File: config.mk
export PLATFORM = sky130hd
export DESIGN_NAME = refpwr_sequencer
export DESIGN_NICKNAME = d
export VERILOG_FILES = /design/src/rtl/refpwr_pkg.sv /design/src/rtl/refpwr_cfg_reg.sv /design/src/rtl/refpwr_settle_timer.sv /design/src/rtl/refpwr_seq_fsm.sv /design/src/rtl/refpwr_sequencer.sv
export SDC_FILE = /design/constraint.sdc
export NUM_CORES = 1
export LEC_CHECK = 0
export ABC_CLOCK_PERIOD_IN_PS = 2000
export CORE_MARGIN = 8
export CORE_UTILIZATION = 61
export DETAILED_ROUTE_END_ITERATION = 10
export DONT_BUFFER_PORTS = 1
export HOLD_SLACK_MARGIN = 0.1
export PLACE_DENSITY_LB_ADDON = 0.25
export RECOVER_POWER = 25
export SKIP_CTS_REPAIR_TIMING = 1
export SYNTH_ARGS = -nofsm -noshare
export SYNTH_HDL_FRONTEND = slang
export SYNTH_HIERARCHICAL = 1
export SYNTH_SLANG_ARGS = --single-unit
File: constraint.sdc
create_clock -name clk -period 2 [get_ports clk]
set_input_delay 0.4 -clock clk [delete_from_list [all_inputs] [get_ports clk]]
set_output_delay 0.4 -clock clk [all_outputs]
set_load 0.05 [all_outputs]
File: src/rtl/refpwr_pkg.sv
package refpwr_pkg;

  typedef struct packed {
    logic       rsvd;
    logic [1:0] dly;
    logic       vsel;
    logic       pdn;
    logic       intm;
  } cfg_t;

  localparam cfg_t CFG_RESET = '{rsvd: 1'b0, dly: 2'b00, vsel: 1'b0, pdn: 1'b1, intm: 1'b0};

  typedef enum logic [1:0] {
    ST_IDLE   = 2'd0,
    ST_SETTLE = 2'd1,
    ST_CONV   = 2'd2
  } seq_state_t;

endpackage

File: src/rtl/refpwr_cfg_reg.sv
module refpwr_cfg_reg
  import refpwr_pkg::*;
(
  input  logic       clk,
  input  logic       rst,
  input  logic       we,
  input  logic [5:0] wdata,
  output cfg_t       cfg
);

  always_ff @(posedge clk) begin
    if (rst) begin
      cfg <= CFG_RESET;
    end else if (we) begin
      cfg <= cfg_t'({1'b0, wdata[4:0]});
    end
  end

endmodule

File: src/rtl/refpwr_settle_timer.sv
module refpwr_settle_timer #(
  parameter int CLKS_PER_US = 4,
  parameter int CNT_W       = 10
) (
  input  logic             clk,
  input  logic             rst,
  input  logic             load,
  input  logic [CNT_W-1:0] load_us,
  input  logic             run,
  output logic             last
);

  logic             us_tick;
  logic [CNT_W-1:0] rem_q;

  generate
    if (CLKS_PER_US == 1) begin : g_no_pre
      assign us_tick = 1'b1;
    end else begin : g_pre
      localparam int PRE_W = $clog2(CLKS_PER_US);
      localparam logic [PRE_W-1:0] PRE_LAST = PRE_W'(CLKS_PER_US - 1);
      logic [PRE_W-1:0] pre_q;

      always_ff @(posedge clk) begin
        if (rst || load) begin
          pre_q <= '0;
        end else if (run) begin
          pre_q <= (pre_q == PRE_LAST) ? '0 : pre_q + 1'b1;
        end
      end

      assign us_tick = (pre_q == PRE_LAST);
    end
  endgenerate

  always_ff @(posedge clk) begin
    if (rst) begin
      rem_q <= '0;
    end else if (load) begin
      rem_q <= load_us;
    end else if (run && us_tick) begin
      rem_q <= rem_q - 1'b1;
    end
  end

  assign last = run && us_tick && (rem_q == CNT_W'(1));

endmodule

File: src/rtl/refpwr_seq_fsm.sv
module refpwr_seq_fsm
  import refpwr_pkg::*;
#(
  parameter int DLY1_US = 100,
  parameter int DLY2_US = 500,
  parameter int DLY3_US = 1000,
  parameter int CNT_W   = 10
) (
  input  logic             clk,
  input  logic             rst,
  input  cfg_t             cfg,
  input  logic             conv_req,
  input  logic             conv_done,
  input  logic             timer_last,
  output logic             timer_load,
  output logic [CNT_W-1:0] timer_us,
  output logic             timer_run,
  output logic             ref_en,
  output logic             conv_start,
  output logic             busy
);

  seq_state_t state_q, state_d;
  logic       delay_on;
  logic       start_d;

  always_comb begin
    case (cfg.dly)
      2'd1:    timer_us = CNT_W'(DLY1_US);
      2'd2:    timer_us = CNT_W'(DLY2_US);
      2'd3:    timer_us = CNT_W'(DLY3_US);
      default: timer_us = '0;
    endcase
  end

  assign delay_on = cfg.intm && cfg.pdn && (cfg.dly != 2'd0);

  always_comb begin
    state_d    = state_q;
    timer_load = 1'b0;
    start_d    = 1'b0;
    case (state_q)
      ST_IDLE: begin
        if (conv_req) begin
          if (delay_on) begin
            timer_load = 1'b1;
            state_d    = ST_SETTLE;
          end else begin
            start_d = 1'b1;
            state_d = ST_CONV;
          end
        end
      end
      ST_SETTLE: begin
        if (timer_last) begin
          start_d = 1'b1;
          state_d = ST_CONV;
        end
      end
      ST_CONV: begin
        if (conv_done) state_d = ST_IDLE;
      end
      default: state_d = ST_IDLE;
    endcase
  end

  assign timer_run = (state_q == ST_SETTLE);
  assign busy      = (state_q != ST_IDLE);

  always_ff @(posedge clk) begin
    if (rst) begin
      state_q    <= ST_IDLE;
      conv_start <= 1'b0;
      ref_en     <= 1'b0;
    end else begin
      state_q    <= state_d;
      conv_start <= start_d;
      ref_en     <= cfg.intm && (!cfg.pdn || (state_d != ST_IDLE));
    end
  end

endmodule

File: src/rtl/refpwr_sequencer.sv
module refpwr_sequencer
  import refpwr_pkg::*;
#(
  parameter int CLKS_PER_US = 4,
  parameter int DLY1_US     = 100,
  parameter int DLY2_US     = 500,
  parameter int DLY3_US     = 1000
) (
  input  logic       clk,
  input  logic       rst,
  input  logic       cfg_we,
  input  logic [5:0] cfg_wdata,
  output logic [5:0] cfg_rdata,
  input  logic       conv_req,
  input  logic       conv_done,
  output logic       ref_en,
  output logic       ref_vsel,
  output logic       conv_start,
  output logic       busy
);

  localparam int CNT_W = $clog2(DLY3_US + 1);

  cfg_t             cfg;
  logic             timer_load;
  logic             timer_run;
  logic             timer_last;
  logic [CNT_W-1:0] timer_us;

  refpwr_cfg_reg u_cfg (
    .clk   (clk),
    .rst   (rst),
    .we    (cfg_we),
    .wdata (cfg_wdata),
    .cfg   (cfg)
  );

  refpwr_settle_timer #(
    .CLKS_PER_US (CLKS_PER_US),
    .CNT_W       (CNT_W)
  ) u_timer (
    .clk     (clk),
    .rst     (rst),
    .load    (timer_load),
    .load_us (timer_us),
    .run     (timer_run),
    .last    (timer_last)
  );

  refpwr_seq_fsm #(
    .DLY1_US (DLY1_US),
    .DLY2_US (DLY2_US),
    .DLY3_US (DLY3_US),
    .CNT_W   (CNT_W)
  ) u_fsm (
    .clk        (clk),
    .rst        (rst),
    .cfg        (cfg),
    .conv_req   (conv_req),
    .conv_done  (conv_done),
    .timer_last (timer_last),
    .timer_load (timer_load),
    .timer_us   (timer_us),
    .timer_run  (timer_run),
    .ref_en     (ref_en),
    .conv_start (conv_start),
    .busy       (busy)
  );

  assign cfg_rdata = cfg;
  assign ref_vsel  = cfg.vsel;

endmodule

After elaboration in Yosys (flattened, before gate mapping)
Cells that the tools add are included.
Widths: inputs -> output; s select.

word-level totals
  latch bits = 0
  memory bits (read-only) = 0
  bits in writable memories = 0
  output and inout port bits = 10
  input port bits = 11
  register bits after elaboration = 21
  logic and storage cells = 47
  memories = 0

operators by class
  $lt $le $gt $ge = 0
  add/sub/neg operators = 2
  divide/modulo/power cells = 0
  reduce and logical (&&, ||, !) cells = 13
  muxes and demuxes = 16
  multiply operators = 0
  eq/ne operators = 7
  bitwise operators = 0
  shift-type cells = 0

operators by type and width
  operator               count
  $pmux 10 s3            1
  $mux 10                2
  $eq 10x1->1 const B    1
  $mux 2                 5
  $sub 10x1->10 const B  1
  $eq 2x2->1 const B     4
  $reduce_bool 2->1      4
  $mux 1                 6
  $pmux 2 s3             1
  $logic_and 1x1->1      5
  $eq 2x1->1 const B     2
  $add 2x1->2 const B    1
  $logic_not 2->1        1
  $logic_or 1x1->1       2
  $pmux 1 s2             1
  $logic_not 1->1        1

Depth between registers and ports, before layout
Gate-level depths: netlist of run 1.

  word-level depth = 8
  depth in mapped cells = 8

Modules after synthesis
The synthesis of run 1 kept the hierarchy.

by module, submodules not included
  module               times used  sequential area each (µm²)  cells each  area each (µm²)
  refpwr_settle_timer  1           240.2                       79          698.2
  refpwr_seq_fsm       1           80.1                        37          316.6
  refpwr_cfg_reg       1           100.1                       18          195.2
  refpwr_sequencer     1           0.0                         1           7.5

Least setup slack after synthesis of run 1
OpenSTA, ideal clock, no wires.

  path kind = register -> register
  start = reg, netlist name u_cfg/cfg[3]
  end = reg u_timer.rem_q[0]
  data arrival time = 1.965 ns
  path buffers = 1
  cell stages (with the launch flop) = 9
  path slack = -0.099 ns
  cell sequence = dfxtp_1 -> inv_1 -> ha_1 -> nand4b_1 -> nor2_1 -> inv_1 -> buf_6 -> nor2_1 -> a211oi_1

between the ends
  word-level cells in the longest chain between the ends = 6
  elaborated cells between the ends (all ways) = 7

RTL lines
  what                                                 RTL line                   text
  $reduce_bool 2->1 *                                  refpwr_seq_fsm.sv:36       assign delay_on = cfg.intm && cfg.pdn && (cfg.dly != 2'd0);
  $logic_and 1x1->1 *                                  refpwr_seq_fsm.sv:36
  $mux 1 *                                             refpwr_seq_fsm.sv:45       if (delay_on) begin
  $mux 1 *                                             refpwr_seq_fsm.sv:44       if (conv_req) begin
  $mux 1 *                                             refpwr_seq_fsm.sv:42       case (state_q)
  net timer_load                                       refpwr_sequencer.sv:25     logic timer_load;
  $mux 10 / $reduce_bool 2->1 (equally long branches)  n/a
  end signal, assigned                                 refpwr_settle_timer.sv:40  rem_q <= load_us;
  end signal, assigned                                 refpwr_settle_timer.sv:42  rem_q <= rem_q - 1'b1;
  end, declared                                        refpwr_settle_timer.sv:14  logic [CNT_W-1:0] rem_q;

Mark *: on every way through the listed nets, which the timed path passes. The rest lies on a longest branch.
A chain may end at the register's enable or synchronous reset.

Worst setup path after layout of run 1
  start = reg, netlist name u_cfg/cfg[2]
  end = out cfg_rdata[2]

RTL lines
  what           RTL line                text
  end, declared  refpwr_sequencer.sv:13  output logic [5:0] cfg_rdata,

No word-level cell between the ends.

==> summary.md, run 1 <==
| Metric | Value |
|---|---|
| Crit-path leading delay family | `buffers and inverters` |
| FMAX | `519 MHz` |
| Critical path launch point type | `flip-flop` |
| ANT cells | `0` |
| Clock latency on the worst-skew pair | `0.31 ns` |
| Post-Syn Area | `1220 sq um` |
| Initial DRT Pass Iterations | `4` |
| Slowest CP cell | `clkbuf_1` |
| Met2 Resource Use GR | `21.6%` |
| PwrDens | `630 nW/um^2` |
| Post-Route WL | `2230 um` |
| Number of synthesized flops with an enable pin | `0` |
| Rows | `16` |
| Clock-pin transition on the worst setup and hold timing paths | `0.12 ns` |
| Vias | `936` |
| Largest net degree at the start of global routing | `22` |
| Post-synthesis sequential area ratio | `34.5%` |
| Wire per inst | `13.8 um` |
| Syn avg cell area | `9.02 sq um` |
| Total grt overflow | `0` |
| Internal power | `543 uW` |
| Detail Route Antenna Nets | `0` |
| Setup violations, final | `0` |
| Yosys warns | `6` |
| Switching Share | `29.6%` |
| Initial core utilization | `63.3%` |
| Top cells by area, synth | `dfxtp_1 (35%), ha_1 (7.2%), a311oi_1 (5.8%)` |
| Post-synth ARST share | `0%` |
| Die Y-Extent | `60.7 um` |
| Highest net fanout along the worst path | `3` |
| Global route hottest layer | `met2` |
| Final Slew Violations | `0` |
| Commonest cells after routing, fill and taps aside | `dfxtp_1 (20), nor2_1 (14), inv_1 (8), a311oi_1 (8), ha_1 (7)` |
| Net Sw Power | `228 uW` |
| Clk buf depth | `2` |
| GRT met3 Usage | `4.24%` |
| Synthesis-stage register bit count | `21` |
| RSZ-0062 raised after global routing | `yes` |
| Peak VDD IR | `0.000537 V` |
| Area growth from synthesis to layout | `0.616%` |
| Synth cell types | `38` |
| Synth top area share | `34.5%` |
| Nets | `154` |
| P_leak | `0.000462 uW` |
| Crit path cell chain | `clkbuf_1` |
| Max cap viols | `0` |
| CP Buf/Inv Count | `1` |
| Clock group share of total power | `28.0%` |
| Floorplan die width | `60.7 um` |
| Hold Slack | `0.131 ns` |
| Reg-to-Reg Start | `u_timer/g_pre.pre_q[0]` |
| Combinational share of power | `13.8%` |
| GPL Wtd Cong | `0.798` |
| Crit. Startpoint | `u_cfg/cfg[2]` |
| Worst Min Path Start | `rst` |
| Final Skew | `0.00138 ns` |
| Final worst-path cycle share | `96.3%` |
| CTS tree | `yes` |
| Period minus WS final | `1.93 ns` |
| Clock sink total | `21` |
| Syn Inst Count | `135` |
| Drc violations | `0` |
| Final core occ | `63.7%` |
| Arr. time, crit path | `1.53 ns` |
| Port bufs | `0` |
| Max incr delay on CP | `0.88 ns` |
| Root buffer cell | `clkbuf_4` |
| Sequential power share | `58.3%` |
| First-pass GRT wire length | `3750 um` |
| Slew HR | `19.5%` |
| Depth of the CTS H-tree | `1` |
| 1st-iter DRT viols | `21` |
| Worst Setup End Kind | `primary output` |
| HPWL Detailed | `1650 um` |
| Post-synth top area cell | `dfxtp_1` |
| I/O Pins | `21` |
| Vias in the first global route | `880` |
| Tot Pwr | `772 uW` |
| Worst slew pin tran | `1.21 ns` |
| Die area | `3680 sq um` |
| Antenna violations before repair | `0` |
| CP required | `1.60 ns` |
| CTS Buf Count | `3` |
| Commonest non-fill, non-tap cell in the layout | `dfxtp_1` |
| DR vias/cell | `5.78` |
| Post-route cell area | `1220 sq um` |
| Critical path type | `flip-flop to primary output` |
| Fin. Hold Viols | `0` |
| Status | `finished clean` |
| Most used DFF post-synth | `dfxtp_1` |
| Gr usage total | `13.7%` |
| DP Area | `1210 sq um` |
| Min-delay worst type | `input pin to flip-flop` |
| Core Box Area | `1920 sq um` |
| GRT met1 Usage | `15.6%` |
| Share of layout cells above drive strength 1 | `14.1%` |
-- worst paths after layout --
| check | end | slack, ns | depth (start not counted) |
|---|---|---|---|
| max reg2reg | u_timer/rem_q[9] | 0.16 | 4 |
| min | u_cfg/cfg[3] | 0.13 | 1 |
| min reg2reg | u_timer/rem_q[9] | 0.52 | 2 |
| max | cfg_rdata[2] | 0.07 | 1 |
-- power groups by stage --
stage	Clock, uW	Combinational, uW	Sequential (uW)
final	216	106	450
after global routing	239	115	452
after CTS	227	111	450
after detailed placement	0	111	459
after global placement	0	109	459
after floorplan	0	85.1	482
-- per-stage QoR --
| stage | cells | setup WS (ns) | setup TNS [ns] |
|---|---|---|---|
| after floorplan | 136 | 0.106 | 0 |
| after global placement | 158 | 0.227 | 0 |
| after detailed placement | 158 | 0.165 | 0 |
| after CTS | 162 | 0.142 | 0 |
| after global routing | 162 | -0.00953 | -0.00953 |
| final | 162 | 0.0748 | 0 |
-- metal layers --
metal | part of all wire (%) | vias up
met5 | 0 | -
met1 | 46 | 427
met3 | 6.0 | 4
met2 | 46 | 29
met4 | 2.1 | 0
li1 | - | 476
-- registers in the layout, summed over array words and instances (netlist names) --
| name | count |
|---|---|
| u_timer/rem_q | 10 |
| u_cfg/cfg | 5 |
| u_fsm/state_q | 2 |
| u_timer/g_pre.pre_q | 2 |
| u_fsm/conv_start | 1 |
| u_fsm/ref_en | 1 |
-- cell usage after synthesis, types with 4 or more instances --
cell	instances
nor2_1	14
ha_1	7
a21oi_1	4
buf_6	4
or3_1	4
o21ai_0	6
buf_4	8
nor3_1	4
dfxtp_1	21
inv_1	8
a311oi_1	8
or2_2	4
mux2i_1	6
-- cell families (layout without fill, tap and decap cells) --
| logic type | after synthesis | in the layout | synth area share, % |
|---|---|---|---|
| xor gates and xnor gates | 1 | 1 | 0.720 |
| and+or+nand+nor | 49 | 49 | 23.7 |
| muxes | 7 | 7 | 5.86 |
| adders and majority gates | 7 | 7 | 7.19 |
| AOI/OAI and AO/OA | 27 | 27 | 15.9 |
| DFF | 21 | 21 | 34.5 |
| buffers and inverters | 21 | 20 | 11.4 |
| other | 2 | 3 | 0.617 |
-- final cells by class --
type | instances | area (sq um)
Tap cell | 27 | 33.8
Multi-Input combinational cell | 94 | 668
Sequential cell | 21 | 422
Clock inverter | 1 | 7.51
Timing Repair Buffer | 8 | 41.3
Clock buffer | 3 | 22.5
Inverter | 8 | 30.0
Fill cell | 176 | 697
(Power assumes the default switching activity.)
==> run 2: changes to the inputs <==
Settings changed: SETUP_SLACK_MARGIN set to 0.15.
==> summary.md, run 2 (same netlist as run 1, synthesis figures left out) <==
| Metric | Value |
|---|---|
| Final Slew Violations | `0 (unchanged)` |
| P_leak | `0.000457 uW (was 0.000462 uW)` |
| Worst slew pin tran | `0.715 ns (was 1.21 ns)` |
| RSZ-0062 raised after global routing | `yes (unchanged)` |
| Commonest non-fill, non-tap cell in the layout | `dfxtp_1 (unchanged)` |
| Switching Share | `29.9% (was 29.6%)` |
| Post-route setup slack | `0.245 ns (was 0.0748 ns)` |
| GPL Wtd Cong | `0.779 (was 0.798)` |
| Peak VDD IR | `0.000465 V (was 0.000537 V)` |
| Period minus WS final | `1.76 ns (was 1.93 ns)` |
| Commonest cells after routing, fill and taps aside | `dfxtp_1 (20), nor2_1 (13), inv_1 (8), a311oi_1 (8) (was dfxtp_1 (20), nor2_1 (14), inv_1 (8), a311oi_1 (8), ha_1 (7))` |
| I/O Pins | `21 (unchanged)` |
| Final Skew | `0.00676 ns (was 0.00138 ns)` |
| Biggest register | `u_timer/rem_q (unchanged)` |
| CTS tree | `yes (unchanged)` |
| Clock-pin transition on the worst setup and hold timing paths | `0.13 ns (was 0.12 ns)` |
| Die area | `3680 sq um (unchanged)` |
| Share of layout cells above drive strength 1 | `17.2% (was 14.1%)` |
| Max reg flops | `10 (unchanged)` |
| Min-delay worst type | `input pin to flip-flop (unchanged)` |
| Max cap viols | `0 (unchanged)` |
| Post-Route WL | `2340 um (was 2230 um)` |
| Drc violations | `0 (unchanged)` |
| Floorplan die width | `60.7 um (unchanged)` |
| CP required | `2.23 ns (was 1.60 ns)` |
| Clock group share of total power | `27.8% (was 28.0%)` |
| Sequential power share | `58.0% (was 58.3%)` |
| Crit path cell chain | `or4_4, or4_1, a311oi_1 (was clkbuf_1)` |
| Nets | `153 (was 154)` |
| Clock sink total | `21 (unchanged)` |
| Crit-path leading delay family | `simple AND/OR/NAND/NOR gates (was buffers and inverters)` |
| Initial core utilization | `63.3% (unchanged)` |
| Critical path type | `flip-flop to flip-flop (was flip-flop to primary output)` |
| Total grt overflow | `0 (unchanged)` |
| FMAX | `570 MHz (was 519 MHz)` |
| Status | `finished clean (unchanged)` |
| Root buffer cell | `clkbuf_4 (unchanged)` |
| Wire per inst | `14.5 um (was 13.8 um)` |
| Setup slack, reg-to-reg | `0.24 ns (was 0.16 ns)` |
| Depth of the CTS H-tree | `1 (unchanged)` |
| PwrDens | `628 nW/um^2 (was 630 nW/um^2)` |
| Setup violations, final | `0 (unchanged)` |
| Combinational share of power | `14.2% (was 13.8%)` |
| Biggest regs | `u_timer/rem_q: 10 flops, u_cfg/cfg: 5 flops (unchanged)` |
| Internal power | `545 uW (was 543 uW)` |
| Die Y-Extent | `60.7 um (unchanged)` |
| Net Sw Power | `232 uW (was 228 uW)` |
| Critical path launch point type | `flip-flop (unchanged)` |
| Post-route cell area | `1240 sq um (was 1220 sq um)` |
| CTS Buf Count | `3 (unchanged)` |
| Port bufs | `0 (unchanged)` |
| Rows | `16 (unchanged)` |
| Clock latency on the worst-skew pair | `0.31 ns (about the same)` |
| Arr. time, crit path | `1.99 ns (was 1.53 ns)` |
| ANT cells | `0 (unchanged)` |
| Initial DRT Pass Iterations | `4 (unchanged)` |
| Detail Route Antenna Nets | `0 (unchanged)` |
| Clk buf depth | `2 (unchanged)` |
| DP Area | `1200 sq um (was 1210 sq um)` |
| Highest net fanout along the worst path | `6 (was 3)` |
| Max incr delay on CP | `0.56 ns (was 0.88 ns)` |
| Final worst-path cycle share | `87.8% (was 96.3%)` |
| Core Box Area | `1920 sq um (unchanged)` |
| Setup TNS | `0 ns (unchanged)` |
| Worst Setup End Kind | `flip-flop (was primary output)` |
| First-pass GRT wire length | `3890 um (was 3750 um)` |
| Gr usage total | `13.6% (was 13.7%)` |
| Antenna violations before repair | `0 (unchanged)` |
| Area growth from synthesis to layout | `1.75% (was 0.616%)` |
| HPWL Detailed | `1710 um (was 1650 um)` |
| Slew HR | `52.3% (was 19.5%)` |
| CP Buf/Inv Count | `0 (was 1)` |
| DR vias/cell | `5.93 (was 5.78)` |
| Slowest CP cell | `or4_4 (was clkbuf_1)` |
| Vias in the first global route | `903 (was 880)` |
| Largest net degree at the start of global routing | `22 (unchanged)` |
| Vias | `954 (was 936)` |
| 1st-iter DRT viols | `23 (was 21)` |
| Pre-CTS setup slack | `0.0959 ns (was 0.165 ns)` |
| Fin. Hold Viols | `0 (unchanged)` |
run 2: worst paths after layout:
kind,from,to,cells after the start
worst min register to register,u_timer/rem_q[9],u_timer/rem_q[9],2
worst max register to register,u_timer/rem_q[5],u_timer/rem_q[9],3
worst min-delay path,rst,u_cfg/cfg[0],1
worst max-delay path,u_timer/rem_q[5],u_timer/rem_q[9],3
run 2: power by group through the flow:
stage / Sequential [uW] / Combinational, uW / Clock, uW
floorplan: 482 / 85.6 / 0
global placement: 459 / 110 / 0
detailed placement: 459 / 114 / 0
CTS: 450 / 114 / 222
global route: 453 / 119 / 243
finish: 451 / 110 / 216
run 2: per-stage QoR:
step	total power, uW	utilization (%)	std cells	hold slack [ns]
floorplan	568	-	136	0.465
global placement	569	62.6	157	0.471
detailed placement	573	62.6	157	0.469
CTS	787	64.2	161	0.131
global route	816	64.5	161	0.107
finish	777	64.5	161	0.140
run 2: final cells by class:
type / count / area (sq um)
timing repair buffer: 7 / 37.5
inverter: 8 / 30.0
fill: 180 / 683
clock buffer: 3 / 22.5
tap: 27 / 33.8
multi-input combinational: 94 / 686
sequential: 21 / 422
clock inverter: 1 / 7.51
run 2: layer usage:
| metal | part of all wire, % | vias up | global-route usage (%) |
|---|---|---|---|
| li1 | - | 473 | - |
| met1 | 44 | 450 | 15.5 |
| met2 | 50 | 29 | 24.0 |
| met3 | 5.8 | 2 | 3.81 |
| met4 | 0.60 | 0 | 3.99 |
| met5 | 0 | - | 0 |
